## src/rtl/muldiv_pkg.sv

```systemverilog
package muldiv_pkg;

   typedef enum logic [1:0] {
      OP_MULS = 2'b00,
      OP_MULU = 2'b01,
      OP_DIVS = 2'b10,
      OP_DIVU = 2'b11
   } md_op_e;

   typedef enum logic [1:0] {
      ST_IDLE = 2'b00,
      ST_RUN  = 2'b01,
      ST_FIX  = 2'b10
   } md_state_e;

endpackage

```

## src/rtl/md_sign_prep.sv

```systemverilog
module md_sign_prep #(
   parameter int W = 32
) (
   input  logic [1:0]   op,
   input  logic [W-1:0] opnd_a,
   input  logic [W-1:0] opnd_b,
   output logic [W-1:0] mag_a,
   output logic [W-1:0] mag_b,
   output logic         neg_low,
   output logic         neg_high
);
   import muldiv_pkg::*;

   if (W < 4) begin : g_bad_width
      $error("md_sign_prep: W must be at least 4");
   end

   logic         is_signed;
   logic         is_div;
   logic [1:0]   neg_in;
   logic [W-1:0] raw [2];
   logic [W-1:0] mag [2];

   assign is_signed = (op == OP_MULS) || (op == OP_DIVS);
   assign is_div    = op[1];
   assign raw[0]    = opnd_a;
   assign raw[1]    = opnd_b;

   for (genvar gi = 0; gi < 2; gi++) begin : g_abs
      assign neg_in[gi] = is_signed & raw[gi][W-1];
      assign mag[gi]    = neg_in[gi] ? (~raw[gi] + W'(1)) : raw[gi];
   end

   assign mag_a    = mag[0];
   assign mag_b    = mag[1];
   assign neg_low  = neg_in[0] ^ neg_in[1];
   assign neg_high = is_div ? neg_in[0] : (neg_in[0] ^ neg_in[1]);

endmodule

```

## src/rtl/md_ctrl.sv

```systemverilog
module md_ctrl #(
   parameter int W = 32
) (
   input  logic clk,
   input  logic rst_n,
   input  logic start,
   output logic accept,
   output logic step,
   output logic finish,
   output logic busy,
   output logic done
);
   import muldiv_pkg::*;

   localparam int CW = $clog2(W);
   localparam logic [CW-1:0] LAST = CW'(W - 1);

   if (W < 4 || (1 << CW) != W) begin : g_bad_width
      $error("md_ctrl: W must be a power of two, at least 4");
   end

   md_state_e     state;
   logic [CW-1:0] cnt;

   assign busy   = (state != ST_IDLE);
   assign accept = start && (state == ST_IDLE);
   assign step   = (state == ST_RUN);
   assign finish = (state == ST_FIX);

   always_ff @(posedge clk or negedge rst_n) begin
      if (!rst_n) begin
         state <= ST_IDLE;
         cnt   <= '0;
         done  <= 1'b0;
      end else begin
         done <= finish;
         case (state)
            ST_IDLE: if (start) begin
               state <= ST_RUN;
               cnt   <= '0;
            end
            ST_RUN: begin
               cnt <= cnt + CW'(1);
               if (cnt == LAST) state <= ST_FIX;
            end
            ST_FIX:  state <= ST_IDLE;
            default: state <= ST_IDLE;
         endcase
      end
   end

   AST_RUN_FOLLOWS_ACCEPT: assert property (@(posedge clk) disable iff (!rst_n)
      accept |=> (step && cnt == '0));
   AST_FIX_AFTER_LAST: assert property (@(posedge clk) disable iff (!rst_n)
      (step && cnt == LAST) |=> finish);
   AST_DONE_ONE_CYCLE: assert property (@(posedge clk) disable iff (!rst_n)
      done |=> !done);
   AST_BUSY_DONE_APART: assert property (@(posedge clk) disable iff (!rst_n)
      !(busy && done));

endmodule

```

## src/rtl/md_datapath.sv

```systemverilog
module md_datapath #(
   parameter int W = 32
) (
   input  logic           clk,
   input  logic           rst_n,
   input  logic           load,
   input  logic           step,
   input  logic           is_div,
   input  logic [W-1:0]   init_a,
   input  logic [W-1:0]   init_b,
   output logic [2*W-1:0] acc
);
   localparam int AW = W + 2;

   if (W < 4) begin : g_bad_width
      $error("md_datapath: W must be at least 4");
   end

   logic [W-1:0]   b_q;
   logic [AW-1:0]  add_a;
   logic [AW-1:0]  add_b;
   logic [AW-1:0]  sum;
   logic           rem_neg;
   logic [2*W-1:0] acc_nxt;

   // One adder serves both operations: add for multiply, subtract for divide.
   always_comb begin
      if (is_div) begin
         add_a = {1'b0, acc[2*W-1:W-1]};
         add_b = ~{2'b00, b_q};
      end else begin
         add_a = {2'b00, acc[2*W-1:W]};
         add_b = acc[0] ? {2'b00, b_q} : '0;
      end
   end

   assign sum     = add_a + add_b + AW'(is_div);
   assign rem_neg = sum[AW-1];

   always_comb begin
      if (!is_div)
         acc_nxt = {sum[W:0], acc[W-1:1]};
      else if (rem_neg)
         acc_nxt = {acc[2*W-2:0], 1'b0};
      else
         acc_nxt = {sum[W-1:0], acc[W-2:0], 1'b1};
   end

   always_ff @(posedge clk or negedge rst_n) begin
      if (!rst_n) begin
         acc <= '0;
         b_q <= '0;
      end else if (load) begin
         acc <= {{W{1'b0}}, init_a};
         b_q <= init_b;
      end else if (step) begin
         acc <= acc_nxt;
      end
   end

   AST_DIV_REM_BELOW_DIVISOR: assert property (@(posedge clk) disable iff (!rst_n)
      (step && is_div && b_q != '0) |=> (acc[2*W-1:W] < b_q));
   AST_OPERAND_HELD: assert property (@(posedge clk) disable iff (!rst_n)
      step |=> $stable(b_q));

endmodule

```

## src/rtl/md_fixup.sv

```systemverilog
module md_fixup #(
   parameter int W = 32
) (
   input  logic [2*W-1:0] acc,
   input  logic           is_div,
   input  logic           neg_low,
   input  logic           neg_high,
   output logic [W-1:0]   hi_n,
   output logic [W-1:0]   lo_n
);
   logic [2*W-1:0] prod;
   logic [W-1:0]   quo;
   logic [W-1:0]   rem;

   assign prod = neg_low  ? (~acc + (2*W)'(1)) : acc;
   assign quo  = neg_low  ? (~acc[W-1:0] + W'(1)) : acc[W-1:0];
   assign rem  = neg_high ? (~acc[2*W-1:W] + W'(1)) : acc[2*W-1:W];

   assign hi_n = is_div ? rem : prod[2*W-1:W];
   assign lo_n = is_div ? quo : prod[W-1:0];

endmodule

```

## src/rtl/muldiv_unit.sv

```systemverilog
module muldiv_unit #(
   parameter int W = 32
) (
   input  logic         clk,
   input  logic         rst_n,
   input  logic         start,
   input  logic [1:0]   op,
   input  logic [W-1:0] rs,
   input  logic [W-1:0] rt,
   output logic         busy,
   output logic         done,
   output logic [W-1:0] hi,
   output logic [W-1:0] lo
);
   if (W < 4) begin : g_bad_width
      $error("muldiv_unit: W must be at least 4");
   end

   logic           accept, step, finish;
   logic [W-1:0]   mag_a, mag_b;
   logic           neg_low_c, neg_high_c;
   logic           neg_low_q, neg_high_q, is_div_q;
   logic [1:0]     op_q;
   logic [2*W-1:0] acc;
   logic [W-1:0]   hi_n, lo_n;

   md_sign_prep #(.W(W)) u_prep (
      .op(op), .opnd_a(rs), .opnd_b(rt),
      .mag_a(mag_a), .mag_b(mag_b),
      .neg_low(neg_low_c), .neg_high(neg_high_c)
   );

   md_ctrl #(.W(W)) u_ctrl (
      .clk(clk), .rst_n(rst_n), .start(start),
      .accept(accept), .step(step), .finish(finish),
      .busy(busy), .done(done)
   );

   md_datapath #(.W(W)) u_dp (
      .clk(clk), .rst_n(rst_n), .load(accept), .step(step),
      .is_div(is_div_q), .init_a(mag_a), .init_b(mag_b), .acc(acc)
   );

   md_fixup #(.W(W)) u_fix (
      .acc(acc), .is_div(is_div_q),
      .neg_low(neg_low_q), .neg_high(neg_high_q),
      .hi_n(hi_n), .lo_n(lo_n)
   );

   assign is_div_q = op_q[1];

   always_ff @(posedge clk or negedge rst_n) begin
      if (!rst_n) begin
         op_q       <= '0;
         neg_low_q  <= 1'b0;
         neg_high_q <= 1'b0;
      end else if (accept) begin
         op_q       <= op;
         neg_low_q  <= neg_low_c;
         neg_high_q <= neg_high_c;
      end
   end

   always_ff @(posedge clk or negedge rst_n) begin
      if (!rst_n) begin
         hi <= '0;
         lo <= '0;
      end else if (finish) begin
         hi <= hi_n;
         lo <= lo_n;
      end
   end

   AST_START_WHILE_BUSY_IGNORED: assert property (@(posedge clk) disable iff (!rst_n)
      (busy && start) |=> ($stable(op_q) && $stable(neg_low_q) && $stable(neg_high_q)));
   AST_HILO_ONLY_ON_DONE: assert property (@(posedge clk) disable iff (!rst_n)
      ((hi != $past(hi)) || (lo != $past(lo))) |-> done);
   AST_RESET_QUIET: assert property (@(posedge clk)
      !rst_n |-> (!busy && !done && hi == '0 && lo == '0));

endmodule

```

## config.mk

```make
export PLATFORM = sky130hd
export DESIGN_NAME = muldiv_unit
export DESIGN_NICKNAME = d
export VERILOG_FILES = /design/src/rtl/muldiv_pkg.sv /design/src/rtl/md_sign_prep.sv /design/src/rtl/md_ctrl.sv /design/src/rtl/md_datapath.sv /design/src/rtl/md_fixup.sv /design/src/rtl/muldiv_unit.sv
export SDC_FILE = /design/constraint.sdc
export NUM_CORES = 1
export LEC_CHECK = 0
export BUFFER_PORTS_ARGS = -buffer_cell sky130_fd_sc_hd__buf_2
export CAP_MARGIN = 25
export CELL_PAD_IN_SITES_DETAIL_PLACEMENT = 1
export CELL_PAD_IN_SITES_GLOBAL_PLACEMENT = 2
export CORE_ASPECT_RATIO = 1.25
export CORE_MARGIN = 4
export CORE_UTILIZATION = 39
export CTS_BUF_LIST = sky130_fd_sc_hd__clkbuf_16
export DETAILED_ROUTE_END_ITERATION = 10
export PLACE_DENSITY = 0.92
export SKIP_LAST_GASP = 1
export SLEW_MARGIN = 20
export SYNTH_ARGS = -nofsm -noshare
export SYNTH_HDL_FRONTEND = slang
export SYNTH_SLANG_ARGS = --single-unit
```

## constraint.sdc

```tcl
create_clock -name clk -period 10.5 [get_ports clk]
set_input_delay 2.1 -clock clk [delete_from_list [all_inputs] [get_ports clk]]
set_output_delay 2.1 -clock clk [all_outputs]
set_load 0.005 [all_outputs]
```

### Word level (Yosys, flattened, before mapping)

Cells that the tools add are included.

* flip-flop bits (word level): 172
* latch bits: 0
* bits in writable memories: 0
* ROM bits: 0
* bits of input ports: 69
* output and inout bits: 66
* memories kept: 0

* $add $sub $neg: 8
* multipliers: 0
* divide/modulo/power cells: 0
* order comparisons: 0
* equality and inequality tests: 6
* shift-type cells: 0
* mux-type cells: 20
* bitwise gates (word level): 9
* reduce and logical (&&, ||, !) cells: 9

Operator list (count)
* $mux 64: 5
* $mux 32: 7
* $add 32x1->32 const B: 4
* $not 32->32: 4
* $add 64x1->64 const B: 1
* $not 64->64: 1
* $add 33x34->34: 1
* $add 34x1->34: 1
* $mux 34: 1
* $not 32->34: 1
* $mux 33: 1
* $pmux 5 s2: 1
* $reduce_bool 2->1: 3
* $add 5x1->5 const B: 1
* $eq 5x5->1 const B: 1
* $mux 5: 1
* $eq 2x2->1 const B: 2
* $logic_not 2->1: 2
* $mux 2: 2
* $pmux 2 s2: 1
* $reduce_and 2->1: 2
* $and 1x1->1: 2
* $eq 2x1->1 const B: 1
* $ne 2x1->1 const B: 1
* 5 further kinds: 5

### Depth between registers and ports, before layout

Gate-level depths: netlist of the first run.

* depth in word-level cells: 8
* mapped depth: 19

### Modules after synthesis

A second synthesis of the first run with hierarchy kept.

* cells, all modules: 1528
* area total of the unflattened synthesis: 13575.5 µm²

Modules (own cells, without submodules)
* md_datapath: times used 1, cells each 831, area each 7073.0 µm²
* muldiv_unit: times used 1, cells each 141, area each 2787.7 µm²
* md_fixup: times used 1, cells each 311, area each 1921.8 µm²
* md_sign_prep: times used 1, cells each 212, area each 1413.9 µm²
* md_ctrl: times used 1, cells each 33, area each 379.1 µm²

### Worst setup path after synthesis of the first run

Ideal clock, no wire load.

* path kind: in2reg
* start: in rs[3]
* end: reg u_dp.acc[27]
* library setup time: 135 ps
* arrival time: 3822 ps
* data required time: 10365 ps
* setup slack: 6543 ps
* cell stages on the path: 9
* cell sequence: nor3_1 -> nand2b_1 -> nor4_1 -> nand2_1 -> nor4_4 -> nand2_1 -> o41ai_1 -> xor2_1 -> o21ai_0

* word-level cells in the longest chain between the ends: 4

RTL lines
* from (decl): line muldiv_unit.sv:8 `input logic [W-1:0] rs,`
* $not 32->32: line md_sign_prep.sv:31 `assign mag[gi] = neg_in[gi] ? (~raw[gi] + W'(1)) : raw[gi];`
* $add 32x1->32: line md_sign_prep.sv:31
* $mux 32: line md_sign_prep.sv:31
* $mux 64: line md_datapath.sv:53 `end else if (load) begin`
* to (signal assigned): line md_datapath.sv:54 `acc <= {{W{1'b0}}, init_a};`
* to (signal assigned): line md_datapath.sv:57 `acc <= acc_nxt;`
* to (decl): line md_datapath.sv:11 `output logic [2*W-1:0] acc`

No other way between the ends.
A chain may end at the register's enable or synchronous reset.

### Worst setup path after layout of the first run

* start: reg op_q[1]
* end: reg u_dp.acc[56]

* word-level cells in the longest chain between the ends: 7

RTL lines
* from (decl): line muldiv_unit.sv:23 `logic [1:0] op_q;`
* from (signal assigned): line muldiv_unit.sv:58 `op_q <= op;`
* $mux 33 / $mux 34 (equally long branches): line md_datapath.sv:28 `if (is_div) begin`
* $add 33x34->34: line md_datapath.sv:37 `assign sum = add_a + add_b + AW'(is_div);`
* $add 34x1->34: line md_datapath.sv:37
* $mux 64: line md_datapath.sv:43 `else if (rem_neg)`
* $mux 64 *: line md_datapath.sv:41 `if (!is_div)`
* $mux 64 *: line md_datapath.sv:56 `end else if (step) begin`
* $mux 64 *: line md_datapath.sv:53

Every way passes the cells marked *; elsewhere a longest branch is shown, timed or not. The select of a mux whose other input is x is not followed.

==> results list, run 1 <==
- Total number of yosys warnings: 0
- The largest individual stage delay along the critical path comes from the cell sky130_fd_sc_hd__dfrtp_4.
- The number of buffers and inverters on the critical path is 2.
- The max-slew violation total from the final report was 0.
* Number of buffers inserted during clock tree synthesis: 17
* Top_reg_cell synth: sky130_fd_sc_hd__dfrtp_1
- Final Non-Filler Cells: just over 2000
- From synthesis to final layout, the design area changed by 10.3%.
- The library cell used most frequently in the layout, excluding fill and tap cells, is sky130_fd_sc_hd__nand2_1.
- The initialized floorplan defines 74 standard-cell rows.
* Avg WL per Cell: between 15 and 20 um
- The synthesized design contains roughly 170 register bits.
- Multi-input logic area: 0.00810 mm^2
* Upper clock frequency limit: ~200 MHz
* Detailed placer's ending HPWL: 31.3 mm
* Crit start category: flip-flop
- Counting buffers and inverters, the worst setup path is 13 cells deep.
* Setup TNS: 0 ps
* Share of post-route cells with drive strength above 1: 0.149
- After synthesis, the netlist uses 82 different library cells.
* First-pass detailed-route iteration total: 5
- The number of cells on the worst reg-to-reg path is 13.
- Summed over all layers, the routed wires come to roughly 41 mm.
* Filler cells: about 4000
- Entering global routing, the biggest net connects 122 pins.
- Weighted congestion reported at the end of routability-driven placement: about 0.93
* Setup-violating endpoint count in the final report: 0
- Initial standard-cell utilization of the core: 0.397
* Commonest cells after routing, fill and taps aside: sky130_fd_sc_hd__nand2_1 (239), sky130_fd_sc_hd__o21ai_0 (228), sky130_fd_sc_hd__dfrtp_1 (170), sky130_fd_sc_hd__buf_2 (133), sky130_fd_sc_hd__a21oi_1 (111)
- Routed via count divided by cell count: 5.76
* Flip-flop and latch area: between 0.004 and 0.005 mm^2
- In this run the post-CTS setup repair buffer count came out at 0.
* Cell at the root of the clock tree: sky130_fd_sc_hd__clkbuf_16
* Class of the tightest hold or removal check: reg2reg
- Between clock sinks in the finished design, the worst skew comes to 12.2 ps.
- For the worst setup path, the data required time is approximately 11000 ps.
- Width of the die: 171 um
- Final worst path period need: 5110 ps
- The number of hold buffers added after CTS was 0.
- Global-route wire length before repair: approximately 66 mm
- TritonCTS built the clock tree.
* Max_slew headroom: 0.328
* Status: finished, final reports clean
- Across every metal layer, demand over resource in global routing totals 0.228.
- LEAKAGE: about 6.1 nW
* Core ar.: between 0.03 and 0.04 mm^2
- The count of final hold-check violations was 0.
- Crit end category: flip-flop
* Post-route DRC violation count: 0
- Slew at the pin with the worst max-slew slack: about 1000 ps
- Count of nets after finishing: between 1500 and 2000
- Of the synthesized area, sequential elements account for 0.329.
* Number of antenna violations at the first check in global routing: 0
- Vias: between 10000 and 15000
- RSZ-0062 raised after global routing: false
- The signal on the critical path passes through buf_4, mux2_2, ha_1, o211ai_1, a21oi_1, o211ai_1, a31oi_1, a211o_1, a21o_1, buf_4, mux2i_1, a21oi_1, a31o_2.
- For this design the ratio of total power to cell area is between 400 and 500 mW/mm^2.
- For this run the aggregate overflow at the end of global routing stands at 0.
- Max-cap violations in this run came to 0.
- Fin crit share: 0.487
* Path type of the worst setup path: reg2reg
- The average instance in the mapped netlist occupies between 8 and 9 um^2.
- The die covers roughly 0.036 mm^2.
- The cell family contributing the most delay on the critical path is compound AO/OA/AOI/OAI gates.
- Number of gates resized after CTS: 0
- Across the VDD grid, the largest voltage drop is around 0.17 mV.
- For this design, the sink count on the clock tree is approximately 170.
- Synthesis produced a netlist with a net count of 1700.
- Worst Hold Depth: 2
- Cell area after synthesis: between 0.01 and 0.015 mm^2
* Slowest cell delay on critical path: 1090 ps
* Count of input and output buffers: roughly 130
- EDFF count, synth: 0
- After detailed placement, the design holds a cell count of between 2000 and 2500.
- Clock insertion delay at the later pin of the skew report: 460 ps
* Number of H-tree levels: 4
* Total inserted antenna cells: 0
- Clock input transition at the sequential cells of the worst setup and hold paths: about 70 ps
* Max FO, Critical Path: 76
* Crit path arrival time: between 5000 and 6000 ps
- Fraction of registers with async set/reset: 1.00
* Die H: 212 um
* DRC violation total after the first TritonRoute iteration: around 700
- Vias in the first global route: ~12000
- Gate count after technology mapping: between 1500 and 2000
* Count of boundary I/O pins: 135
* Max Root-Sink Buffers: 2
* Antenna-violating nets left: 0
layout make-up:
type | instances | area share
clock inverter | 15 | 0.00917
inverter | 29 | 0.00759
sequential | 171 | 0.299
multi-input combinational | 1272 | 0.565
clock buffer | 17 | 0.0297
timing repair buffer | 145 | 0.0535
tap | 418 | 0.0365
synthesized netlist by cell type (all sizes together) (10+ instances only):
cell | number | area share
xnor2 | 87 | 0.059
nor3 | 32 | 0.013
nand2b | 17 | 0.0084
a21o | 24 | 0.014
ha | 38 | 0.037
a31oi | 14 | 0.0067
o21ai | 249 | 0.096
nor4 | 24 | 0.015
mux2 | 30 | 0.026
o211ai | 42 | 0.024
inv | 28 | 0.0081
clkbuf | 95 | 0.030
mux2i | 57 | 0.044
nand2 | 241 | 0.070
xor2 | 62 | 0.042
a31o | 10 | 0.0067
dfrtp | 171 | 0.33
o31ai | 18 | 0.011
nor2 | 76 | 0.022
a21oi | 112 | 0.043
nand3 | 15 | 0.0062
buf | 23 | 0.012
final timing paths:
check / startpoint / endpoint / slack (ps)
worst min-delay path: lo[21]$_DFFE_PN0P_ / lo[21]$_DFFE_PN0P_ / 470
worst max-delay path: op_q[1]$_DFFE_PN0P_ / u_dp.acc[56]$_DFFE_PN0P_ / 5390
worst min register to register: lo[21]$_DFFE_PN0P_ / lo[21]$_DFFE_PN0P_ / 470
min in group asynchronous: rst_n / u_dp.b_q[5]$_DFFE_PN0P_ / 1700
max in group asynchronous: rst_n / hi[13]$_DFFE_PN0P_ / 7500
worst max register to register: op_q[1]$_DFFE_PN0P_ / u_dp.acc[56]$_DFFE_PN0P_ / 5390
routing by layer:
| metal | GRT usage | up-vias | routed length, um |
|---|---|---|---|
| met5 | 0 | - | 0 |
| met2 | 0.383 | 238 | 19800 |
| met1 | 0.291 | 5832 | 18200 |
| li1 | - | 5768 | - |
| met3 | 0.0350 | 64 | 1370 |
| met4 | 0.0967 | 0 | 1550 |
state kept, by name (all words and copies together), names as in the netlist:
signal and count:
hi 32, u_ctrl.cnt 5, u_ctrl.state 2, lo 32
u_ctrl.done 1, u_dp.b_q 32, op_q 1, neg_low_q 1
neg_high_q 1, u_dp.acc 64
stage by stage:
step	hold slack [ps]	util	worst slack [ps]	power [mW]	area, um^2
after floorplan	449	-	6540	4.13	13000
after CTS	481	0.437	5400	5.80	14300
after detailed placement	465	0.420	5430	5.15	13800
after global routing	493	0.437	5060	6.34	14300
after global placement	457	0.420	5560	5.05	13800
final	473	0.437	5390	5.80	14300
where the power goes:
group,switching (mW),leakage (nW),internal [mW]
registers,0.455,1.98,0.915
logic,2.24,3.86,1.57
clock network,0.310,0.267,0.311
kinds of logic after synthesis:
family / count (synthesis) / share of synthesized area
compound gates: 530 / 0.242
simple gates: 466 / 0.168
flops: 171 / 0.329
xor+xnor: 149 / 0.100
buf+inv: 148 / 0.0506
mux: 87 / 0.0699
fa+ha+maj: 40 / 0.0397
worst register-to-register path: cells and delay by family (launching register included):
family / cells / cell delay (ps)
AO/OA/AOI/OAI: 8 / 1630
multiplexers: 2 / 730
flip-flops: 1 / 1090
buffers and inverters: 2 / 1190
adder cells (fa/ha/maj): 1 / 370
(Power assumes the default switching activity.)
==> run 2: changes to the inputs <==
--- a/config.mk
+++ b/config.mk
@@ -11,10 +11,10 @@
 export CELL_PAD_IN_SITES_GLOBAL_PLACEMENT = 2
 export CORE_ASPECT_RATIO = 1.25
 export CORE_MARGIN = 4
-export CORE_UTILIZATION = 39
+export CORE_UTILIZATION = 33
 export CTS_BUF_LIST = sky130_fd_sc_hd__clkbuf_16
 export DETAILED_ROUTE_END_ITERATION = 10
-export PLACE_DENSITY = 0.92
+export PLACE_DENSITY = 0.83
 export SKIP_LAST_GASP = 1
 export SLEW_MARGIN = 20
 export SYNTH_ARGS = -nofsm -noshare
==> constraint.sdc (replaced) <==
create_clock -name clk -period 4.5 [get_ports clk]
set_input_delay 0.9 -clock clk [delete_from_list [all_inputs] [get_ports clk]]
set_output_delay 0.9 -clock clk [all_outputs]
set_load 0.005 [all_outputs]
==> results list, run 2 (synthesized netlist as in run 1, its figures left out) <==
- Status: finished, final reports clean (unchanged)
- Weighted congestion reported at the end of routability-driven placement: 0.931 (was 0.928)
* Detailed placer's ending HPWL: 33.4 mm (was 31.3 mm)
- The critical setup path kind is reg2reg (unchanged).
- The total number of vias is 12000 (was 11900).
- Die H: 230 um (was 212 um)
- The total overflow reported by the global router is 0 (unchanged).
- Fin crit share: 0.895 (was 0.487)
- Slowest cell delay on critical path: 590 ps (was 1090 ps)
- Setup-violating endpoint count in the final report: 0 (unchanged)
- The number of buffers created by CTS came to 17 (unchanged).
* Hold Violations, Final: 0 (unchanged)
- Crit start category: flip-flop (unchanged)
* Upper clock frequency limit: 248 MHz (was 196 MHz)
- The pin count of the biggest net entering global routing is 96 (was 122).
* Finished Core Util: 0.372 (was 0.437)
* R2r startpoint: op_q[1]$_DFFE_PN0P_ (unchanged)
- Filler cells: 4686 (was 4002)
- The number of placed I/O pins came to 135 (unchanged).
* Number of gates resized after CTS: 0 (unchanged)
* Class of the tightest hold or removal check: in2async (was reg2reg)
* Number of clock sinks: 171 (unchanged)
- The worst-skew pair later-pin latency is 460 ps (about the same).
- RSZ-0062 raised after global routing: false (unchanged)
- The number of max-cap violations is 0 (unchanged).
- Width of the die: 186 um (was 171 um)
- Share of post-route cells with drive strength above 1: 0.154 (was 0.149)
- Startpoint of the worst setup timing path: op_q[1]$_DFFE_PN0P_ (unchanged)
- The peak fanout along the critical path came to 26 (was 76).
* Sum of routed wire length over all layers: 42.8 mm (was 40.9 mm)
- Slew at the pin with the worst max-slew slack: 1050 ps (was 1010 ps)
- The flip-flop count of the largest register after layout came to 64 (unchanged).
- The antenna cell count came to 0 (unchanged).
- Number of H-tree levels: 4 (unchanged)
- The number of antenna violations at the first check in global routing came to 0 (unchanged).
- Setup clock skew after layout: 13.9 ps (was 12.2 ps)
- Max Root-Sink Buffers: 2 (unchanged)
- The register with the highest flop count is u_dp.acc (unchanged).
* Synthesis-to-layout area growth: 11.7% (was 10.3%)
* Area after detailed placement: 0.0140 mm^2 (was 0.0138 mm^2)
- The detailed-routing iteration count for the pre-antenna-repair pass was 5 (unchanged).
* Routed via count divided by cell count: 5.56 (was 5.76)
* Leading cell type in the layout, fill and taps excluded: sky130_fd_sc_hd__nand2_1 (unchanged)
* TritonCTS clock tree: done (unchanged)
* Avg WL per Cell: 19.8 um (about the same)
- Max_slew headroom: 0.303 (was 0.328)
- Slowest cell on the critical path: sky130_fd_sc_hd__dfrtp_4 (unchanged)
- Data required time of the worst path: 4890 ps (was 10850 ps)
* Final worst path period need: 4030 ps (was 5110 ps)
- Antenna-violating nets left: 0 (unchanged)
* Cell row count: 81 (was 74)
- Critical Path, Cell by Cell: buf_4, buf_4, mux2_2, ha_1, a21o_1, o21bai_1, a21oi_1, o21ai_0, mux2_2, a311oi_1, mux2i_1, a21oi_1, a21o_1 (was buf_4, mux2_2, ha_1, o211ai_1, a21oi_1, o211ai_1, a31oi_1, a211o_1, a21o_1, buf_4, mux2i_1, a21oi_1, a31o_2)
* DRC violation total after the first TritonRoute iteration: 555 (was 701)
* Core ar.: 0.0390 mm^2 (was 0.0328 mm^2)
- Dominant delay contributor by cell family on the critical path: compound AO/OA/AOI/OAI gates (unchanged)
* Worst path bufs/invs: 2 (unchanged)
* Post-route DRC violation count: 0 (unchanged)
- The clock root buffer is sky130_fd_sc_hd__clkbuf_16 (unchanged).
- Post-CTS Setup Repair Bufs: 0 (unchanged)
* Crit path arrival time: 4420 ps (was 5460 ps)
- The final cell area excluding filler cells came to 0.0145 mm^2 (was 0.0143 mm^2).
* Count of nets after finishing: 1757 (was 1745)
- The global-route total usage across every layer is 0.203 (was 0.228).
- Initial standard-cell utilization of the core: 0.333 (was 0.397)
* Area enclosed by the die boundary: 0.0427 mm^2 (was 0.0363 mm^2)
* LEAKAGE: 6.17 nW (was 6.10 nW)
- Commonest cells after routing, fill and taps aside: sky130_fd_sc_hd__nand2_1 (239), sky130_fd_sc_hd__o21ai_0 (228), sky130_fd_sc_hd__dfrtp_1 (170), sky130_fd_sc_hd__buf_2 (133), sky130_fd_sc_hd__a21oi_1 (111) (unchanged)
* Setup TNS: 0 ps (unchanged)
- Total power per unit cell area: 938 mW/mm^2 (was 405 mW/mm^2)
- Count of input and output buffers: 134 (unchanged)
* Clock input transition at the sequential cells of the worst setup and hold paths: 70 ps (about the same)
- Max rail drop VDD: 0.431 mV (was 0.170 mV)
- Max-slew violation total from the final report: 0 (unchanged)
- Count of hold buffers inserted by post-cts repair: 0 (unchanged)
* Global-route wire length before repair: 69.7 mm (was 66.2 mm)
* Vias in the first global route: 12500 (was 12100)
- Crit end category: flip-flop (unchanged)
==> run 2: routing by layer <==
metal | part of all wire | track usage | up-vias
li1 | - | - | 5798
met1 | 0.44 | 0.258 | 5914
met2 | 0.50 | 0.353 | 222
met3 | 0.029 | 0.0259 | 60
met4 | 0.027 | 0.0679 | 0
met5 | 0 | 0 | -
==> run 2: final cells by class <==
type / instances / area (um^2) / area share
tap: 498 / 623 / 0.0429
multi-input combinational: 1272 / 8090 / 0.557
timing repair buffer: 157 / 875 / 0.0602
clock inverter: 15 / 113 / 0.00776
inverter: 29 / 109 / 0.00750
sequential: 171 / 4280 / 0.295
clock buffer: 17 / 425 / 0.0293
==> run 2: per-stage QoR <==
stage | hold WS, ps | worst slack (ps) | total power [mW] | std cells
floorplan | 449 | 630 | 9.64 | 1591
global placement | 456 | 472 | 12.0 | 2127
detailed placement | 465 | 479 | 12.2 | 2127
CTS | 442 | 454 | 13.7 | 2159
global route | 463 | 113 | 14.9 | 2159
finish | 412 | 472 | 13.6 | 2159
==> run 2: worst paths after layout <==
check | cells past startpoint | end | slack [ps]
worst max-delay path | 13 | u_dp.acc[63]$_DFFE_PN0P_ | 470
worst min-delay path | 1 | hi[30]$_DFFE_PN0P_ | 410
worst max register to register | 13 | u_dp.acc[63]$_DFFE_PN0P_ | 470
worst min register to register | 2 | lo[14]$_DFFE_PN0P_ | 470
max in group asynchronous | 2 | u_dp.b_q[9]$_DFFE_PN0P_ | 3050
min in group clk | 2 | lo[14]$_DFFE_PN0P_ | 470
==> run 2: power by group <==
part / internal (mW) / switching, mW / total [mW]
clock: 0.714 / 0.685 / 1.40
combinational: 3.73 / 5.40 / 9.14
sequential: 2.14 / 0.949 / 3.09
total: 6.59 / 7.04 / 13.6
==> run 2: worst register-to-register path: stages, from the launching register on <==
cell,delay [ps]
sky130_fd_sc_hd__dfrtp_4,590
sky130_fd_sc_hd__buf_4,320
sky130_fd_sc_hd__buf_4,270
sky130_fd_sc_hd__mux2_2,370
sky130_fd_sc_hd__ha_1,480
sky130_fd_sc_hd__a21o_1,180
sky130_fd_sc_hd__o21bai_1,130
sky130_fd_sc_hd__a21oi_1,90
sky130_fd_sc_hd__o21ai_0,320
sky130_fd_sc_hd__mux2_2,380
sky130_fd_sc_hd__a311oi_1,450
sky130_fd_sc_hd__mux2i_1,140
sky130_fd_sc_hd__a21oi_1,170
sky130_fd_sc_hd__a21o_1,100
